`config.mk`:
```
export PLATFORM = sky130hd
export DESIGN_NAME = irqx_top
export DESIGN_NICKNAME = d
export VERILOG_FILES = /design/src/rtl/irqx_pkg.sv /design/src/rtl/irqx_level.sv /design/src/rtl/irqx_regs.sv /design/src/rtl/irqx_route.sv /design/src/rtl/irqx_top.sv
export SDC_FILE = /design/constraint.sdc
export NUM_CORES = 1
export LEC_CHECK = 0
export BUFFER_PORTS_ARGS = -buffer_cell sky130_fd_sc_hd__buf_4
export CAP_MARGIN = 20
export CORE_UTILIZATION = 55
export CTS_CLUSTER_DIAMETER = 30
export DETAILED_ROUTE_END_ITERATION = 7
export PLACE_DENSITY = 0.84
export SETUP_SLACK_MARGIN = 0.4
export SYNTH_ARGS = -nofsm -noshare
export SYNTH_HDL_FRONTEND = slang
export SYNTH_SLANG_ARGS = --single-unit
```
`constraint.sdc`:
```
create_clock -name clk -period 5.4 [get_ports clk]
set_clock_uncertainty 0.1 [all_clocks]
set_input_delay 0.81 -clock clk [delete_from_list [all_inputs] [get_ports clk]]
set_output_delay 0.81 -clock clk [all_outputs]
set_load 0.005 [all_outputs]
```
`src/rtl/irqx_pkg.sv`:
```
package irqx_pkg;

    typedef enum logic [3:0] {
        IDX_STATUS   = 4'd0,
        IDX_LEVEL    = 4'd1,
        IDX_MASK_SET = 4'd2,
        IDX_MASK_CLR = 4'd3,
        IDX_SOFT_SET = 4'd4,
        IDX_SOFT_CLR = 4'd5,
        IDX_ROUT_SET = 4'd8,
        IDX_ROUT_CLR = 4'd9
    } reg_idx_e;

endpackage

```
`src/rtl/irqx_level.sv`:
```
module irqx_level #(
    parameter int N_LINES = 32
) (
    input  logic               clk,
    input  logic               rst_n,
    input  logic [N_LINES-1:0] irq_in,
    input  logic [N_LINES-1:0] soft_q,
    output logic [N_LINES-1:0] eff_level
);

    logic [N_LINES-1:0] level_q;

    always_ff @(posedge clk or negedge rst_n) begin
        if (!rst_n) begin
            level_q <= '0;
        end else begin
            level_q <= irq_in;
        end
    end

    always_comb begin
        eff_level = level_q | soft_q;
    end

    // a line driven high is seen in the effective level one edge later
    p_level_capture_r1: assert property (@(posedge clk) disable iff (!rst_n)
        (irq_in != '0) |=> ((eff_level & $past(irq_in)) == $past(irq_in)));

endmodule

```
`src/rtl/irqx_regs.sv`:
```
module irqx_regs
    import irqx_pkg::*;
#(
    parameter int N_LINES = 32,
    parameter int ROUT_LO = 21,
    parameter int ROUT_N  = 10,
    parameter int ADDR_W  = 6
) (
    input  logic               clk,
    input  logic               rst_n,
    input  logic [ADDR_W-1:0]  addr,
    input  logic               wr_en,
    input  logic [N_LINES-1:0] wdata,
    input  logic [N_LINES-1:0] eff_level,
    output logic [N_LINES-1:0] mask_q,
    output logic [N_LINES-1:0] soft_q,
    output logic [N_LINES-1:0] rout_en_q,
    output logic [N_LINES-1:0] rdata
);

    localparam int IDX_W = ADDR_W - 2;
    localparam logic [N_LINES-1:0] ALL_ONES = '1;
    localparam logic [N_LINES-1:0] ROUT_WIN = (ALL_ONES >> (N_LINES - ROUT_N)) << ROUT_LO;

    logic [IDX_W-1:0] idx;
    logic             aligned;
    logic             do_wr;

    always_comb begin
        idx     = addr[ADDR_W-1:2];
        aligned = (addr[1:0] == 2'b00);
        do_wr   = wr_en && aligned;
    end

    always_ff @(posedge clk or negedge rst_n) begin
        if (!rst_n) begin
            mask_q    <= '0;
            soft_q    <= '0;
            rout_en_q <= '0;
        end else if (do_wr) begin
            case (idx)
                IDX_W'(IDX_MASK_SET): mask_q    <= mask_q | wdata;
                IDX_W'(IDX_MASK_CLR): mask_q    <= mask_q & ~wdata;
                IDX_W'(IDX_SOFT_SET): soft_q    <= soft_q | wdata;
                IDX_W'(IDX_SOFT_CLR): soft_q    <= soft_q & ~wdata;
                IDX_W'(IDX_ROUT_SET): rout_en_q <= rout_en_q | (wdata & ROUT_WIN);
                IDX_W'(IDX_ROUT_CLR): rout_en_q <= rout_en_q & ~wdata;
                default: ;
            endcase
        end
    end

    always_comb begin
        rdata = '0;
        if (aligned) begin
            case (idx)
                IDX_W'(IDX_STATUS):   rdata = eff_level & mask_q;
                IDX_W'(IDX_LEVEL):    rdata = eff_level;
                IDX_W'(IDX_MASK_SET): rdata = mask_q;
                IDX_W'(IDX_SOFT_SET): rdata = soft_q;
                IDX_W'(IDX_ROUT_SET): rdata = rout_en_q;
                default:              rdata = '0;
            endcase
        end
    end

    // bits written to the software set index are present afterwards
    p_soft_set_r4: assert property (@(posedge clk) disable iff (!rst_n)
        (do_wr && idx == IDX_W'(IDX_SOFT_SET)) |=> ((soft_q & $past(wdata)) == $past(wdata)));

    // bits written to the mask clear index are gone afterwards
    p_mask_clr_r3: assert property (@(posedge clk) disable iff (!rst_n)
        (do_wr && idx == IDX_W'(IDX_MASK_CLR)) |=> ((mask_q & $past(wdata)) == '0));

    // a misaligned or unmapped write leaves every register unchanged
    p_unmapped_quiet_r9: assert property (@(posedge clk) disable iff (!rst_n)
        (wr_en && (!aligned || idx == IDX_W'(IDX_STATUS) || idx == IDX_W'(IDX_LEVEL)
                   || idx > IDX_W'(IDX_ROUT_CLR) || idx == IDX_W'(6) || idx == IDX_W'(7)))
        |=> ($stable(mask_q) && $stable(soft_q) && $stable(rout_en_q)));

    // a routing set write never reaches bits outside the window
    p_rout_window_r5: assert property (@(posedge clk) disable iff (!rst_n)
        (do_wr && idx == IDX_W'(IDX_ROUT_SET)) |=> ((rout_en_q & ~ROUT_WIN) == '0));

endmodule

```
`src/rtl/irqx_route.sv`:
```
module irqx_route #(
    parameter int N_LINES = 32,
    parameter int ROUT_LO = 21,
    parameter int ROUT_N  = 10
) (
    input  logic [N_LINES-1:0] eff_level,
    input  logic [N_LINES-1:0] mask_q,
    input  logic [ROUT_N-1:0]  rout_en,
    output logic               irq_out,
    output logic [ROUT_N-1:0]  route_out
);

    always_comb begin
        irq_out = |(eff_level & mask_q);
    end

    for (genvar k = 0; k < ROUT_N; k++) begin : g_lane
        always_comb begin
            route_out[k] = rout_en[k] & eff_level[ROUT_LO + k];
        end
    end

endmodule

```
`src/rtl/irqx_top.sv`:
```
module irqx_top #(
    parameter int N_LINES = 32,
    parameter int ROUT_LO = 21,
    parameter int ROUT_N  = 10,
    parameter int ADDR_W  = 6
) (
    input  logic               clk,
    input  logic               rst_n,
    input  logic [ADDR_W-1:0]  addr,
    input  logic               wr_en,
    input  logic [N_LINES-1:0] wdata,
    output logic [N_LINES-1:0] rdata,
    input  logic [N_LINES-1:0] irq_in,
    output logic               irq_out,
    output logic [ROUT_N-1:0]  route_out
);

    logic [N_LINES-1:0] eff_level;
    logic [N_LINES-1:0] mask_q;
    logic [N_LINES-1:0] soft_q;
    logic [N_LINES-1:0] rout_en_q;

    irqx_level #(.N_LINES(N_LINES)) i_level (
        .clk       (clk),
        .rst_n     (rst_n),
        .irq_in    (irq_in),
        .soft_q    (soft_q),
        .eff_level (eff_level)
    );

    irqx_regs #(
        .N_LINES (N_LINES),
        .ROUT_LO (ROUT_LO),
        .ROUT_N  (ROUT_N),
        .ADDR_W  (ADDR_W)
    ) i_regs (
        .clk       (clk),
        .rst_n     (rst_n),
        .addr      (addr),
        .wr_en     (wr_en),
        .wdata     (wdata),
        .eff_level (eff_level),
        .mask_q    (mask_q),
        .soft_q    (soft_q),
        .rout_en_q (rout_en_q),
        .rdata     (rdata)
    );

    irqx_route #(
        .N_LINES (N_LINES),
        .ROUT_LO (ROUT_LO),
        .ROUT_N  (ROUT_N)
    ) i_route (
        .eff_level (eff_level),
        .mask_q    (mask_q),
        .rout_en   (rout_en_q[ROUT_LO +: ROUT_N]),
        .irq_out   (irq_out),
        .route_out (route_out)
    );

    // with an all-zero mask the merged request stays low
    p_quiet_mask_r2: assert property (@(posedge clk) disable iff (!rst_n)
        (mask_q == '0) |-> !irq_out);

    // the status readback never shows a bit the mask does not allow
    p_status_subset_r2: assert property (@(posedge clk) disable iff (!rst_n)
        (addr == '0) |-> ((rdata & ~mask_q) == '0));

    for (genvar k = 0; k < ROUT_N; k++) begin : g_chk
        // a lane with routing disabled is held low
        p_lane_off_low_r7: assert property (@(posedge clk) disable iff (!rst_n)
            !rout_en_q[ROUT_LO + k] |-> !route_out[k]);
        // an enabled lane is high when its input was high, whatever the mask
        p_lane_skips_mask_r8: assert property (@(posedge clk) disable iff (!rst_n)
            (rout_en_q[ROUT_LO + k] && $past(irq_in[ROUT_LO + k])) |-> route_out[k]);
    end

endmodule

```
==> flow_summary_export.csv, run 1 <==
group,metric,value,unit
timing,drv_slew,0,
timing,setup-tns-final,0,ns
pwr,p_sw,722,uW
run_status,status,"finished clean",
finish,antenna_cells,0,
route,drt-initial-drc-count,578,
critical_path,endpoint_kind,"output port",
critical_path,critPathArrivalTime,2.97,ns
timing,finalSetupViolations,0,
placed_design,dpl.hpwl,10500,um
synth,yosysUniqueCellTypes,33,
grt,grt_pass1_wl,27800,um
die,core_area,10300,um^2
clock_tree,clock_latency,0.54,ns
die,die_h,105,um
critical_path,cpPeakStageDelay,0.52,ns
critical_path,cpMostUsedCell,"buf_4",
timing,slew_headroom,31.3,%
die,start_util,56.3,%
clock_tree,clkTransAtPathRegs,0.06,ns
synth,syn_inst,559,
clock_tree,cts_tree,"done",
finish,post-route-util,71.9,%
grt,grt.overflow.total,0,
critical_path,path_class,"in2out",
critical_path,slowest_stage,"buf_4",
pwr,p_clk_share,42.7,%
pwr,switching_share,26.7,%
timing,rsz0062_at_grt,"false",
synth,synth_top_cell_by_area,"dfrtp_1",
clock_tree,cts_root_buffer,"clkbuf_8",
finish,fillerInstances,728,
critical_path,crit_buf_inv,3,
clock_tree,cts_setup_buffers,0,
clock_tree,cts_inserted_buffers,17,
route,drc,0,
finish,nets,733,
pwr,powerDensity,367,nW/um^2
die,die_w,105,um
clock_tree,clk_path_buf_depth,2,
timing,post-route-min-period,3.88,ns
route,drtPass1Iterations,6,
die,placementRows,37,
placed_design,gp_congestion,0.856,
grt,grt_max_degree,70,
synth,syn-num-nets,632,
synth,ys_top_cells_by_area,"dfrtp_1, a21oi_1, a31oi_1",
finish,area_delta_synth_final,27.6,%
route,wirelength,17300,um
clock_tree,ctsResizeCount,0,
die,ios,116,
timing,fmaxAchievable,0.258,GHz
synth,syn_area,5790,um^2
route,viasPerCell,6.89,
critical_path,worstPathRequired,4.49,ns
timing,layout_setup_ws,1.52,ns
pwr,p_leak,3.30,nW
grt,antenna_found_initial,0,
clock_tree,clock_sinks,128,
finish,final_cell_mix,"dfrtp_1, buf_4, a21oi_1",
finish,final_common_cell,"dfrtp_1",
pwr,ir_drop,0.257,mV
timing,finalCritPeriodShare,71.9,%
synth,synth_area_per_cell,10.4,um^2
clock_tree,holdBufCountCts,0,
pwr,comb_power_share,13.0,%
synth,synth_top_area_share,55.3,%
die,fp.dieArea,10900,um^2
pwr,p_int,1.99,mW
worst_hold_path,hp-class,"in2async",
critical_path,critPathMaxFanout,52,
placed_design,portBuffers,115,
placed_design,dpl_worst_slack,1.59,ns
critical_path,crit_chain,"buf_4, nor4b_4, buf_4, nor2_1, or2_2, a31oi_1, buf_4",
finish,multi_input_area,2430,um^2
grt,grt_pass1_vias,5466,
synth,ys_warn_count,0,
synth,ys_seq_elements,128,
timing,hold_viol,0,
route,drt.antenna.violating_nets,0,
grt,gr-usage-all-layers,32.9,%
critical_path,crit_path_start_kind,"primary input",
finish,ff_latch_area,3200,um^2
route,wl_per_cell,21.4,um
clock_tree,cts_max_level,4,
route,num_vias,5571,
synth,ys_seq_area_share,55.3,%
pwr,seqPwrFrac,44.3,%
finish,drive_gt1_share,26.2,%
flow_run,drv_cap,0,
timing,worst_pin_slew,1.02,ns
critical_path,cp_top_family,"buffers and inverters",
==> Yosys cell counts <==
cell type,n
a31oi_1,79
a21boi_0,22
and2_1,2
nor4_2,1
clkbuf_1,33
nor4b_2,2
mux2i_1,3
o211ai_1,2
o21ai_0,50
maj3_1,1
a21o_1,22
nand2_1,16
o21a_1,9
buf_4,1
or4b_4,1
a21oi_1,103
or2_0,1
or2_2,7
nor4b_1,2
a222oi_1,22
and4_1,1
inv_1,3
o21ai_1,5
nand4_1,8
nor3b_2,1
buf_2,11
o2111a_1,2
nor3_1,2
dfrtp_1,128
nor4_1,2
nor3b_4,1
nor2_1,8
o311ai_0,8
==> worst paths after layout <==
kind	start	to	slack [ns]	depth (start not counted)
worst min register to register	i_regs.rout_en_q[10]	i_regs.rout_en_q[10]	0.43	1
worst max-delay path	addr[2]	rdata[23]	1.52	7
worst max register to register	flip-flop	flip-flop	4.47	2
worst min-delay path	rst_n	i_regs.rout_en_q[1]	0.27	1
max in group asynchronous	rst_n	asynchronous set/reset pin	3.65	2
min in group clk	irq_in[15]	i_level.level_q[15]	0.27	1
==> kinds of logic after synthesis <==
kind of cell,share of synthesized area [%]
compound gates,34.7
simple gates,5.86
fa+ha+maj,0.173
buf+inv,3.41
mux,0.519
flops,55.3
==> per-stage QoR <==
stage	total power, mW	std cells	hold WS, ns	cell area, um^2
final	2.71	809	0.266	7390
after global routing	2.82	809	0.255	7390
after CTS	2.71	808	0.253	7370
after detailed placement	1.55	776	0.424	6760
after global placement	1.52	776	0.419	6760
after floorplan	1.37	559	0.408	5790
==> power groups by stage <==
stage	combinational, mW	clock (mW)	sequential [mW]
2_1_floorplan	0.193	0	1.18
3_3_place_gp	0.329	0	1.20
3_5_place_dp	0.346	0	1.21
4_1_cts	0.349	1.17	1.19
5_1_grt	0.391	1.21	1.22
6_report	0.353	1.16	1.20
==> layout make-up <==
class | count | area share [%]
Inverter | 3 | 0.152
Sequential cell | 128 | 43.4
Clock buffer | 21 | 6.35
Multi-Input combinational cell | 383 | 32.9
Tap cell | 136 | 2.30
Clock inverter | 11 | 1.83
Timing Repair Buffer | 127 | 13.1
==> layer usage <==
layer | track usage [%] | wire length (um) | vias up | share of wire (%)
met2 | 50.9 | 8290 | 418 | 48
met4 | 13.1 | 427 | 0 | 2.5
met5 | 0 | 0 | - | 0
li1 | - | - | 2393 | -
met3 | 10.1 | 1810 | 55 | 10
met1 | 43.4 | 6750 | 2705 | 39
Note: power is estimated with default switching activity, not from simulation.
==> run 2, diff against run 1 <==
ABC_AREA = 1   (was not set)
PLACE_DENSITY = 0.83   (was 0.84)
clock period = 3.9 ns   (was 5.4 ns; I/O delays follow)
==> run 2 against run 1 <==
The flow now finishes with violations (DRC). Final cell count is 47% higher. Register-to-register slack got worse by 1.4 ns. Largest cell class unchanged. Sequential power rose by 34%. Largest power group unchanged. Count of clock-buffer cells in the layout rose by 4.
==> flow_summary_export.csv, run 2 <==
group,metric,value,unit
run_status,status,"complete, but fails checks",
run_status,failed_checks,"DRC",
clock_tree,cts_max_level,4,
synth,synth_top_area_share,47.8,%
timing,post-route-min-period,2.92,ns
route,drc,7,
timing,setup-tns-final,0,ns
route,num_vias,6533,
grt,antenna_found_initial,0,
die,die_w,112,um
critical_path,critPathArrivalTime,2.23,ns
finish,layoutNonFillerInstCount,1193,
die,ios,116,
clock_tree,cts_setup_buffers,0,
synth,netlist_top_cells_count,"nand2_1, nor2_1, dfrtp_1",
critical_path,path_class,"in2out",
worst_hold_path,hp-class,"in2async",
timing,fmaxAchievable,0.343,GHz
critical_path,critPathMaxFanout,19,
synth,ys_seq_area_share,47.8,%
synth,ys_warn_count,0,
die,placementRows,39,
critical_path,worst-r2r-setup-slack,3.07,ns
grt,gr-usage-all-layers,31.4,%
placed_design,dpl.hpwl,12000,um
finish,final_common_cell,"nand2_1",
synth,ys_top_cells_by_area,"dfrtp_1, nand2_1, nor2_1",
synth,syn_inst,925,
synth,syn_area,6700,um^2
synth,yosys_most_used_dff,"dfrtp_1",
clock_tree,cts_tree,"done",
clock_tree,clkTransAtPathRegs,0.06,ns
critical_path,worstPathRequired,3.21,ns
critical_path,crit_path_start_kind,"primary input",
route,wirelength,18500,um
timing,finalSetupViolations,0,
synth,yosys.cell_count.top_type,"nand2_1",
pwr,ir_drop,0.401,mV
finish,nets,1111,
critical_path,endpoint_kind,"output port",
grt,grt_max_degree,56,
finish,area_delta_synth_final,23.4,%
timing,worst_pin_slew,0.889,ns
clock_tree,cts_root_buffer,"clkbuf_16",
grt,grt_pass1_wl,30600,um
die,fp.dieArea,12600,um^2
clock_tree,cts_inserted_buffers,17,
synth,syn-num-nets,998,
synth,synth_edf_count,0,
grt,grt.overflow.total,0,
route,drt-initial-drc-count,576,
clock_tree,clock_sinks,128,
timing,finalCritPeriodShare,74.8,%
timing,drv_slew,0,
placed_design,placedCellCount,1162,
synth,ys_seq_elements,128,
synth,ys_async_sr_fraction,100,%
route,drtPass1Iterations,8,
placed_design,gp_congestion,0.818,
pwr,powerDensity,445,nW/um^2
flow_run,drv_cap,0,
finish,drive_gt1_share,17.2,%
pwr,p_leak,4.34,nW
timing,slew_headroom,40.5,%
pwr,p_total,3.68,mW
synth,synth_area_per_cell,7.24,um^2
synth,yosysUniqueCellTypes,24,
grt,grt_pass1_vias,6397,
finish,final_cell_mix,"nand2_1, nor2_1, buf_4",
route,wl_per_cell,15.5,um
clock_tree,clk_path_buf_depth,2,
clock_tree,holdBufCountCts,0,
die,core_area,11700,um^2
die,die_h,112,um
clock_tree,clock_latency,0.42,ns
finish,antenna_cells,0,
placed_design,portBuffers,115,
die,start_util,57.4,%
timing,hold_viol,0,
finish,post-route-util,70.9,%
timing,rsz0062_at_grt,"false",
route,viasPerCell,5.48,
clock_tree,ctsResizeCount,0,
synth,synth_top_cell_by_area,"dfrtp_1",
route,drt.antenna.violating_nets,0,
==> run 2: cell count changes after synthesis, moves of 20 or more <==
cell      before  now
nand2_1       16  239
nor2_1         8  162
inv_1          3  114
a21oi_1      103    1
a31oi_1       79    0
o21ai_0       50  106
nand3_1        0   45
nand4_1        8   37
a21o_1        22    0
a222oi_1      22    0
clkbuf_1      33   13
==> run 2: worst paths after layout <==
check | from | end | depth (start not counted)
min in group clk | irq_in[28] | i_level.level_q[28] | 1
min | rst_n | asynchronous set/reset pin | 1
max | addr[3] | rdata[14] | 10
min reg2reg | flip-flop | flip-flop | 2
max reg2reg | flip-flop | flip-flop | 2
max in group asynchronous | rst_n | i_level.level_q[21] | 2
==> run 2: final cells by class <==
cell class | count | area (um^2)
Timing Repair Buffer | 133 | 1020
Inverter | 116 | 435
Clock buffer | 25 | 505
Tap cell | 143 | 179
Fill cell | 896 | 3400
Multi-Input combinational cell | 642 | 2860
Sequential cell | 128 | 3200
Clock inverter | 6 | 55.1
==> run 2: where the power goes <==
group          switching, mW  internal [mW]  total, mW
clock network          0.552          0.951       1.50
logic                  0.348          0.222      0.570
registers              0.111           1.50       1.61
==> run 2: per-stage QoR <==
stage	hold WS, ns	cell area, um^2	setup WS [ns]
floorplan	0.189	6700	1.78
global placement	0.401	7700	1.07
finish	0.116	8260	0.984
detailed placement	0.405	7700	1.05
CTS	0.133	8260	1.04
global route	0.157	8260	0.853
==> run 2: worst max-delay path, stage by stage <==
cell and delay, ns:
buf_4 0.14, inv_2 0.07, nand2_1 0.10, nor2_2 0.58, buf_12 0.26, nand2_1 0.07
o21ai_1 0.07, nor2_1 0.07, nor2_1 0.13, buf_4 0.13
==> run 2: metal layers <==
metal  GRT usage [%]  up-vias  routed length, um
li1                -     3146                  -
met1            40.7     3025               7480
met2            51.7      334               8970
met3            6.97       28               1700
met4            12.2        0                333
met5               0        -                  0
==> run 2: cell families after synthesis <==
logic type,share of synthesized area [%]
compound gates,11.5
buf+inv,9.58
flops,47.8
simple gates,31.1
